--- config.mk ---
export PLATFORM = sky130hd
export DESIGN_NAME = mod_weighted_adder
export DESIGN_NICKNAME = d
export VERILOG_FILES = /design/src/rtl/mwa_pkg.sv /design/src/rtl/mwa_offset_csa.sv /design/src/rtl/mwa_eac_core.sv /design/src/rtl/mod_weighted_adder.sv
export SDC_FILE = /design/constraint.sdc
export NUM_CORES = 1
export LEC_CHECK = 0
export BUFFER_PORTS_ARGS = -buffer_cell sky130_fd_sc_hd__buf_2
export CAP_MARGIN = 20
export CORE_MARGIN = 3
export CORE_UTILIZATION = 51
export DETAILED_ROUTE_END_ITERATION = 8
export HOLD_SLACK_MARGIN = 0.08
export PLACE_DENSITY_LB_ADDON = 0.15
export SLEW_MARGIN = 5
export SYNTH_ARGS = -nofsm -noshare
export SYNTH_HDL_FRONTEND = slang
export SYNTH_SLANG_ARGS = --single-unit
--- constraint.sdc ---
create_clock -name clk -period 1.1 [get_ports clk]
set_input_delay 0.165 -clock clk [delete_from_list [all_inputs] [get_ports clk]]
set_output_delay 0.165 -clock clk [all_outputs]
set_load 0.005 [all_outputs]
--- src/rtl/mwa_pkg.sv ---
package mwa_pkg;

  // Number of prefix levels needed so that a span of 2**levels covers width bits.
  function automatic int prefix_levels(input int width);
    int lv;
    lv = 0;
    while ((1 << lv) < width) lv++;
    return lv;
  endfunction

endpackage

--- src/rtl/mwa_offset_csa.sv ---
module mwa_offset_csa #(
  parameter int N = 8
) (
  input  logic [N-1:0] a_lo,
  input  logic [N-1:0] b_lo,
  input  logic         a_top,
  input  logic         b_top,
  output logic [N-1:0] s_vec,
  output logic [N-1:0] c_vec
);

  localparam int TOP = 1 << N;
  localparam int MOD = TOP + 1;

  // Constant equal to 2^N - 1 - (a_top + b_top). It folds in the top operand
  // bits (weight 2^N counts as -1) together with the removal of the modulus.
  logic [N-1:0] k_vec;
  logic [N-1:0] maj;

  always_comb begin
    k_vec    = '1;
    k_vec[1] = ~(a_top & b_top);
    k_vec[0] = ~(a_top ^ b_top);
  end

  genvar i;
  generate
    for (i = 0; i < N; i++) begin : g_fa
      assign s_vec[i] = a_lo[i] ^ b_lo[i] ^ k_vec[i];
      assign maj[i]   = (a_lo[i] & b_lo[i]) | (a_lo[i] & k_vec[i]) | (b_lo[i] & k_vec[i]);
    end
  endgenerate

  // The carry leaving bit N-1 has weight 2^N (counts as -1). It re-enters at bit 0 inverted.
  assign c_vec = {maj[N-2:0], ~maj[N-1]};

  // The two vectors must be congruent to A+B-1 modulo 2^N+1.
  generate
    if (N <= 20) begin : g_chk
      int unsigned lhs_val;
      int unsigned rhs_val;
      always_comb begin
        lhs_val = (int'(s_vec) + int'(c_vec)) % MOD;
        rhs_val = (int'(a_lo) + int'(b_lo) + (int'(a_top) + int'(b_top)) * TOP + MOD - 1) % MOD;
        a_r1_offset_congruent: assert (lhs_val == rhs_val);
      end
    end
  endgenerate

endmodule

--- src/rtl/mwa_eac_core.sv ---
module mwa_eac_core #(
  parameter int N = 8
) (
  input  logic [N-1:0] x,
  input  logic [N-1:0] y,
  output logic [N:0]   res
);

  localparam int LV = mwa_pkg::prefix_levels(N);

  logic [N-1:0] hsum;
  logic [N-1:0] gt [0:LV];
  logic [N-1:0] pt [0:LV];
  logic [N-1:0] carry;
  logic [N-1:0] low;
  logic         cout;
  logic         eac;
  logic         all_prop;

  assign hsum  = x ^ y;
  assign gt[0] = x & y;
  assign pt[0] = hsum;

  // Prefix tree with log2 depth: after level l each node spans 2^(l+1) bits down to bit 0.
  genvar l, i;
  generate
    for (l = 0; l < LV; l++) begin : g_lvl
      for (i = 0; i < N; i++) begin : g_node
        if (i >= (1 << l)) begin : g_comb
          assign gt[l+1][i] = gt[l][i] | (pt[l][i] & gt[l][i-(1<<l)]);
          assign pt[l+1][i] = pt[l][i] & pt[l][i-(1<<l)];
        end else begin : g_pass
          assign gt[l+1][i] = gt[l][i];
          assign pt[l+1][i] = pt[l][i];
        end
      end
    end
  endgenerate

  // Inverted end-around carry: the carry-out of x+y, inverted, is the carry-in.
  assign cout     = gt[LV][N-1];
  assign eac      = ~cout;
  assign all_prop = pt[LV][N-1];
  assign carry    = gt[LV] | (pt[LV] & {N{eac}});
  assign low      = hsum ^ {carry[N-2:0], eac};

  // A full propagate run means x+y = 2^N-1. The residue is then 2^N.
  assign res = all_prop ? {1'b1, {N{1'b0}}} : {1'b0, low};

endmodule

--- src/rtl/mod_weighted_adder.sv ---
module mod_weighted_adder #(
  parameter int N       = 8,
  parameter bit REG_OUT = 1'b1
) (
  input  logic         clk,
  input  logic         rst_n,
  input  logic         en,
  input  logic [N:0]   a,
  input  logic [N:0]   b,
  output logic [N:0]   sum
);

  localparam int TOP = 1 << N;
  localparam int MOD = TOP + 1;

  logic [N-1:0] s_vec;
  logic [N-1:0] c_vec;
  logic [N:0]   res;

  mwa_offset_csa #(.N(N)) u_csa (
    .a_lo  (a[N-1:0]),
    .b_lo  (b[N-1:0]),
    .a_top (a[N]),
    .b_top (b[N]),
    .s_vec (s_vec),
    .c_vec (c_vec)
  );

  mwa_eac_core #(.N(N)) u_core (
    .x   (s_vec),
    .y   (c_vec),
    .res (res)
  );

  generate
    if (REG_OUT) begin : g_reg
      logic [N:0] sum_d;
      logic [N:0] sum_q;

      always_comb begin
        sum_d = sum_q;
        if (en) sum_d = res;
      end

      always_ff @(posedge clk or negedge rst_n) begin
        if (!rst_n) sum_q <= '0;
        else        sum_q <= sum_d;
      end

      assign sum = sum_q;

      a_r1_range: assert property (@(posedge clk) disable iff (!rst_n)
        int'(sum_q) <= TOP);

      a_r1_modsum: assert property (@(posedge clk) disable iff (!rst_n)
        en |=> (int'(sum_q) == (int'($past(a)) + int'($past(b))) % MOD));

      a_r2_zero_identity: assert property (@(posedge clk) disable iff (!rst_n)
        (en && b == '0) |=> (sum_q == $past(a)));

      a_r3_both_max: assert property (@(posedge clk) disable iff (!rst_n)
        (en && int'(a) == TOP && int'(b) == TOP) |=> (int'(sum_q) == TOP - 1));

      a_r6_hold: assert property (@(posedge clk) disable iff (!rst_n)
        !en |=> $stable(sum_q));
    end else begin : g_comb
      assign sum = res;
    end
  endgenerate

endmodule

# Word-level counts from Yosys, hierarchy flattened
# Cells that the tools add are included.
totals:
  regBits: 9
  latch_bits: 0
  ramBits: 0
  romBits: 0
  input_bits: 21
  out_inout_bits: 9
  elab_cells: 108
  n_memories: 0
classes:
  add_sub_neg: 0
  mul: 0
  n_div: 0
  n_lt_le_gt_ge: 0
  n_eq_ne: 0
  n_shift: 0
  mux: 1
  n_bitwise: 106
  reduce_logical: 0
op_table:
  columns: ["op", "n"]
  rows:
  - ["AND 1 bit", 47]
  - ["OR 1 bit", 33]
  - ["bitwise XOR 8 bit", 2]
  - ["bitwise XOR 1 bit", 11]
  - ["inverter 1 bit", 10]
  - ["2-to-1 mux 9 bit", 1]
  - ["AND 8 bit", 1]
  - ["AND 7 bit", 1]
  - ["OR 7 bit", 1]

# Longest topological paths before layout
depth:
  ltp_word: 17
  ltp_mapped: 11
  ltp_nobuf: 10

# Modules after synthesis
# Synthesis repeated with hierarchy kept, for this count alone.
hier_totals:
  cells_unflattened: 122
  area_unflattened_um2: 1076.0
by_module_without_submodules:
  columns: ["module", "n_inst", "cells_per_inst", "area_each_um2", "seq_area_each_um2"]
  rows:
  - ["mwa_eac_core", 1, 63, 460.4, 0.0]
  - ["mod_weighted_adder", 1, 19, 371.6, 225.2]
  - ["mwa_offset_csa", 1, 40, 244.0, 0.0]

# Worst setup path before layout
# Ideal clock, no wire load.
synth_path:
  kind: "input -> register"
  startpoint: "in a[8]"
  endpoint: "reg g_reg.sum_q[1], in the netlist sum[1]"
  setup_time_ns: 0.078
  arrival_ns: 2.354
  setup_slack_ns: -1.332
  stages: 11
  path_buffers: 1
  cell_sequence: "ha_1 -> fa_1 -> inv_1 -> ha_1 -> buf_2 -> a21oi_1 -> o21ai_2 -> a21o_1 -> fa_1 -> xor2_1 -> o2bb2ai_1"
synth_between:
  elab_chain_cells: 17
  word_cells_on_any_way: 33
  cone_classes: "mux (1); bitwise (32)"
synth_rtl:
  columns: ["item", "line_no", "rtl"]
  rows:
  - ["start: declaration", "mod_weighted_adder.sv:8", "input logic [N:0] a,"]
  - ["bitwise XOR 1 bit", "mwa_offset_csa.sv:23", "k_vec[0] = ~(a_top ^ b_top);"]
  - ["inverter 1 bit", "mwa_offset_csa.sv:23", null]
  - ["AND 1 bit", "mwa_offset_csa.sv:30", "assign maj[i] = (a_lo[i] & b_lo[i]) | (a_lo[i] & k_vec[i]) | (b_lo[i] & k_vec[i]);"]
  - ["OR 1 bit (2 in series)", "mwa_offset_csa.sv:30", null]
  - ["bitwise XOR 8 bit", "mwa_eac_core.sv:20", "assign hsum = x ^ y;"]
  - ["AND 1 bit", "mwa_eac_core.sv:30", "assign gt[l+1][i] = gt[l][i] | (pt[l][i] & gt[l][i-(1<<l)]);"]
  - ["OR 1 bit", "mwa_eac_core.sv:30", null]
  - ["AND 1 bit", "mwa_eac_core.sv:30", null]
  - ["OR 1 bit", "mwa_eac_core.sv:30", null]
  - ["AND 1 bit", "mwa_eac_core.sv:30", null]
  - ["OR 1 bit", "mwa_eac_core.sv:30", null]
  - ["inverter 1 bit", "mwa_eac_core.sv:42", "assign eac = ~cout;"]
  - ["AND 7 bit", "mwa_eac_core.sv:44", "assign carry = gt[LV] | (pt[LV] & {N{eac}});"]
  - ["OR 7 bit", "mwa_eac_core.sv:44", null]
  - ["bitwise XOR 8 bit", "mwa_eac_core.sv:45", "assign low = hsum ^ {carry[N-2:0], eac};"]
  - ["2-to-1 mux 9 bit (*)", "mwa_eac_core.sv:48", "assign res = all_prop ? {1'b1, {N{1'b0}}} : {1'b0, low};"]
  - ["end signal: assignment", "mod_weighted_adder.sv:47", "else sum_q <= sum_d;"]
  - ["end: declaration", "mod_weighted_adder.sv:38", "logic [N:0] sum_q;"]
# Every way passes the cells marked *; elsewhere a longest branch is shown, timed or not.
# A chain may end at the register's enable or synchronous reset.

# Worst setup path in the final report
layout_path:
  startpoint: "in b[8]"
  endpoint: "reg g_reg.sum_q[3], in the netlist sum[3]"
layout_between:
  elab_chain_cells: 17
  word_cells_on_any_way: 39
  cone_classes: "mux (1); bitwise (38)"
layout_rtl:
  columns: ["item", "line_no", "rtl"]
  rows:
  - ["start: declaration", "mod_weighted_adder.sv:9", "input logic [N:0] b,"]
  - ["bitwise XOR 1 bit", "mwa_offset_csa.sv:23", null]
  - ["inverter 1 bit", "mwa_offset_csa.sv:23", null]
  - ["AND 1 bit", "mwa_offset_csa.sv:30", null]
  - ["OR 1 bit (2 in series)", "mwa_offset_csa.sv:30", null]
  - ["bitwise XOR 8 bit", "mwa_eac_core.sv:20", null]
  - ["AND 1 bit", "mwa_eac_core.sv:30", null]
  - ["OR 1 bit", "mwa_eac_core.sv:30", null]
  - ["AND 1 bit", "mwa_eac_core.sv:30", null]
  - ["OR 1 bit", "mwa_eac_core.sv:30", null]
  - ["AND 1 bit", "mwa_eac_core.sv:30", null]
  - ["OR 1 bit", "mwa_eac_core.sv:30", null]
  - ["inverter 1 bit", "mwa_eac_core.sv:42", null]
  - ["AND 7 bit", "mwa_eac_core.sv:44", null]
  - ["OR 7 bit", "mwa_eac_core.sv:44", null]
  - ["bitwise XOR 8 bit", "mwa_eac_core.sv:45", null]
  - ["2-to-1 mux 9 bit (*)", "mwa_eac_core.sv:48", null]
# Marked as above.

==> results.py <==
metrics = {
    "outcome": {
        "status": "complete, but fails checks",
        "violations": "setup timing",
    },
    "pwr": {
        "p_leak_uw": 0.000844,
        "total_power_uw": 1840,
        "power_density_nw_per_um2": 1170,
        "vdd_ir_drop_max_v": 0.00129,
    },
    "final_layout": {
        "area_growth_pct": 53.2,
        "n_antenna_cell": 0,
        "seqCellArea_sq_um": 225,
        "num-fill-cells": 106,
        "post-route-cell-area_sq_um": 1580,
        "multi_input_area_sq_um": 774,
        "nNetsFinal": 225,
        "largest_reg_flops": 9,
        "drive_gt1_frac": 0.443,
        "layout.cells.non_filler": 210,
        "final_core_util": 0.865,
    },
    "die": {
        "rows": 15,
        "start_util": 0.565,
        "die_w_um": 50.9,
        "chipHeight_um": 50.9,
        "core_sq_um": 1820,
        "die_area_sq_um": 2590,
        "io_pins": 30,
    },
    "detailed_routing": {
        "wirelength_um": 2960,
        "drt_iter0_drc": 23,
        "ant_nets": 0,
        "wire_per_inst_um": 14.1,
        "num_vias": 1116,
        "vias_per_cell": 5.31,
        "drt-pass1-iter-count": 4,
        "drc": 0,
    },
    "grt": {
        "overflow": 0,
        "grt_start_max_net_pins": 10,
        "use_met1": 0.266,
        "grt_pass1_vias": 1120,
        "globalRouteTotalUtil": 0.238,
        "top_usage_layer": "met2",
        "antenna_found_initial": 0,
        "met3_usage": 0.0583,
        "grt_pass1_wl_um": 4740,
        "grtUsageMet2": 0.440,
    },
    "logic_synthesis": {
        "synthTopCellsByArea": "dfrtp_1, ha_1, inv_1, fa_1, a21oi_1",
        "synthCells": 126,
        "yosysSeqAreaShare": 0.219,
        "synth_top_cell_area_share": 0.219,
        "syn_avg_cell_area_sq_um": 8.16,
        "postSynthNetCount": 165,
        "yosys.area.top_type": "dfrtp_1",
        "synth_cell_types": 33,
        "synth_warnings": 0,
        "synth_area_sq_um": 1030,
        "ys_seq_elements": 9,
    },
    "clocking": {
        "htree_num_levels": 1,
        "root_buffer": "clkbuf_4",
        "cts_buffer_depth": 2,
        "cts_sinks": 9,
        "clkTransAtPathRegs_ps": 60,
        "insertion_delay_ps": 270,
        "cts_tree": "done",
        "cts_buffers": 3,
    },
    "worst_hold_path": {
        "min_from": "en",
        "worstHoldPathType": "in -> reg",
        "min_to": "sum[8]",
        "whs_path_depth": 2,
    },
    "sta": {
        "fin_crit_sh": 1.91,
        "slew_viol_final": 0,
        "clock_skew_ps": 0,
        "min_period_ps": 2100,
        "final_hold_viol_count": 0,
        "setup_viol": 9,
        "fmax_ghz": 0.476,
        "relSlewSlack": 0.758,
        "rsz0062_at_grt": "true",
        "setup_slack_ps": -1000,
        "hold-worst-slack_ps": 192,
        "tightestPinTransition_ps": 362,
    },
    "place": {
        "io_buffer_count": 29,
        "place.detailed.hpwl_um": 2130,
        "placedCellCount": 199,
        "routabilityCongestion": 0.864,
        "placed_cell_area_sq_um": 1410,
    },
    "worst_setup_path": {
        "path_max_fanout": 4,
        "start_kind": "input port",
        "reg2reg_depth": 3,
        "rr_endpoint": "sum[2]",
        "rrSetupSlack_ps": 220,
        "crit_type": "in -> reg",
        "arrival_ps": 2300,
        "r2r_start": "sum[2]",
        "cp-end-kind": "register",
        "required_ps": 1300,
    },
    "flow_run": {
        "drv_cap": 0,
    },
}
[through the flow]
step	TNS [ps]	worst slack [ps]
global route	-9020	-1040
floorplan	-9220	-1170
finish	-8570	-1000
detailed placement	-11330	-1370
CTS	-8280	-996
global placement	-11020	-1320
[cells in the final DEF (no fill, tap or decap), types with 2 or more instances in the layout]
cell type / n
nand2_1: 5
buf_4: 23
inv_1: 35
a221o_1: 2
o21ai_2: 2
dfrtp_1: 9
ha_4: 3
o21a_1: 3
nor4b_2: 2
nor3b_2: 2
buf_2: 28
fa_1: 2
a211o_1: 3
a21oi_1: 5
nor2_1: 2
a211oi_2: 3
o21ai_0: 2
nor3_1: 3
buf_6: 5
nand3b_1: 2
ha_1: 12
a21o_1: 3
nand3_1: 5
a21oi_2: 2
clkbuf_4: 3
[worst max path at each step]
| stage | from | endpoint | slack (ps) | cells past startpoint |
|---|---|---|---|---|
| floorplan | a[8] | sum[0] | -1170 | 10 |
| global placement | a[8] | sum[5] | -1320 | 10 |
| detailed placement | a[8] | sum[5] | -1370 | 10 |
| CTS | b[8] | sum[5] | -1000 | 10 |
| global route | b[8] | sum[3] | -1040 | 12 |
| finish | b[8] | sum[3] | -1000 | 12 |
[layout make-up]
cell class              count  area share
well taps                  25      0.0199
inverters                  37      0.0882
flip-flops and latches      9       0.143
multi-input cells          78       0.492
repair buffers             57       0.241
clock buffers               4      0.0167
[power by group]
group / switching [uW] / internal (uW)
registers: 52.4 / 420
logic: 542 / 565
clock network: 121 / 140
total: 716 / 1120
[worst max-delay path: stages]
cell and delay, ps:
buf_6 100, ha_4 230, fa_1 530, inv_2 60, ha_4 250, nand4_4 80, buf_6 120, o21ai_4 70
buf_6 130, buf_6 110, or3_1 370, nand3_1 90
[cell usage after synthesis]
master	number
nor2_1	2
nand2_1	5
clkinv_1	1
inv_1	36
clkbuf_1	1
a221o_1	2
and2_4	1
a211o_1	3
o2bb2ai_1	2
or3_1	1
xor2_1	1
o21a_1	3
fa_1	3
o2111ai_1	1
o311ai_1	1
dfrtp_1	9
o21ai_0	2
a21oi_1	7
nor3_1	4
nor4b_1	2
and2_1	1
nor3b_1	2
nand3_1	5
ha_1	15
and3_2	1
nand4_2	1
a21o_1	3
buf_2	1
o21ai_1	2
nand3b_1	2
a211oi_2	2
a211oi_1	2
o21ai_2	2
[routing by layer]
layer | up-vias | part of all wire
met5 | - | 0
met4 | 0 | 0.0068
met3 | 4 | 0.029
met2 | 23 | 0.54
met1 | 543 | 0.42
li1 | 546 | -
[logic make-up after synthesis]
family	count (synthesis)	share of synthesized area
flip-flops	9	0.219
XOR/XNOR	1	0.00852
adder cells (fa/ha/maj)	18	0.241
AND/OR/NAND/NOR	27	0.156
buffers and inverters	39	0.144
AO/OA/AOI/OAI	32	0.232
[timing repair]
action / CTS / global route
gates cloned: 0 / 0
buffers inserted: 3 / 3
pin swaps: 6 / 5
resized for setup: 7 / 9
hold buffers: 1 / 0
hold endpoints to repair: 9 / 0
endpoints found under the setup margin: 9 / 9
No activity file was read; power rests on OpenSTA's default activity.
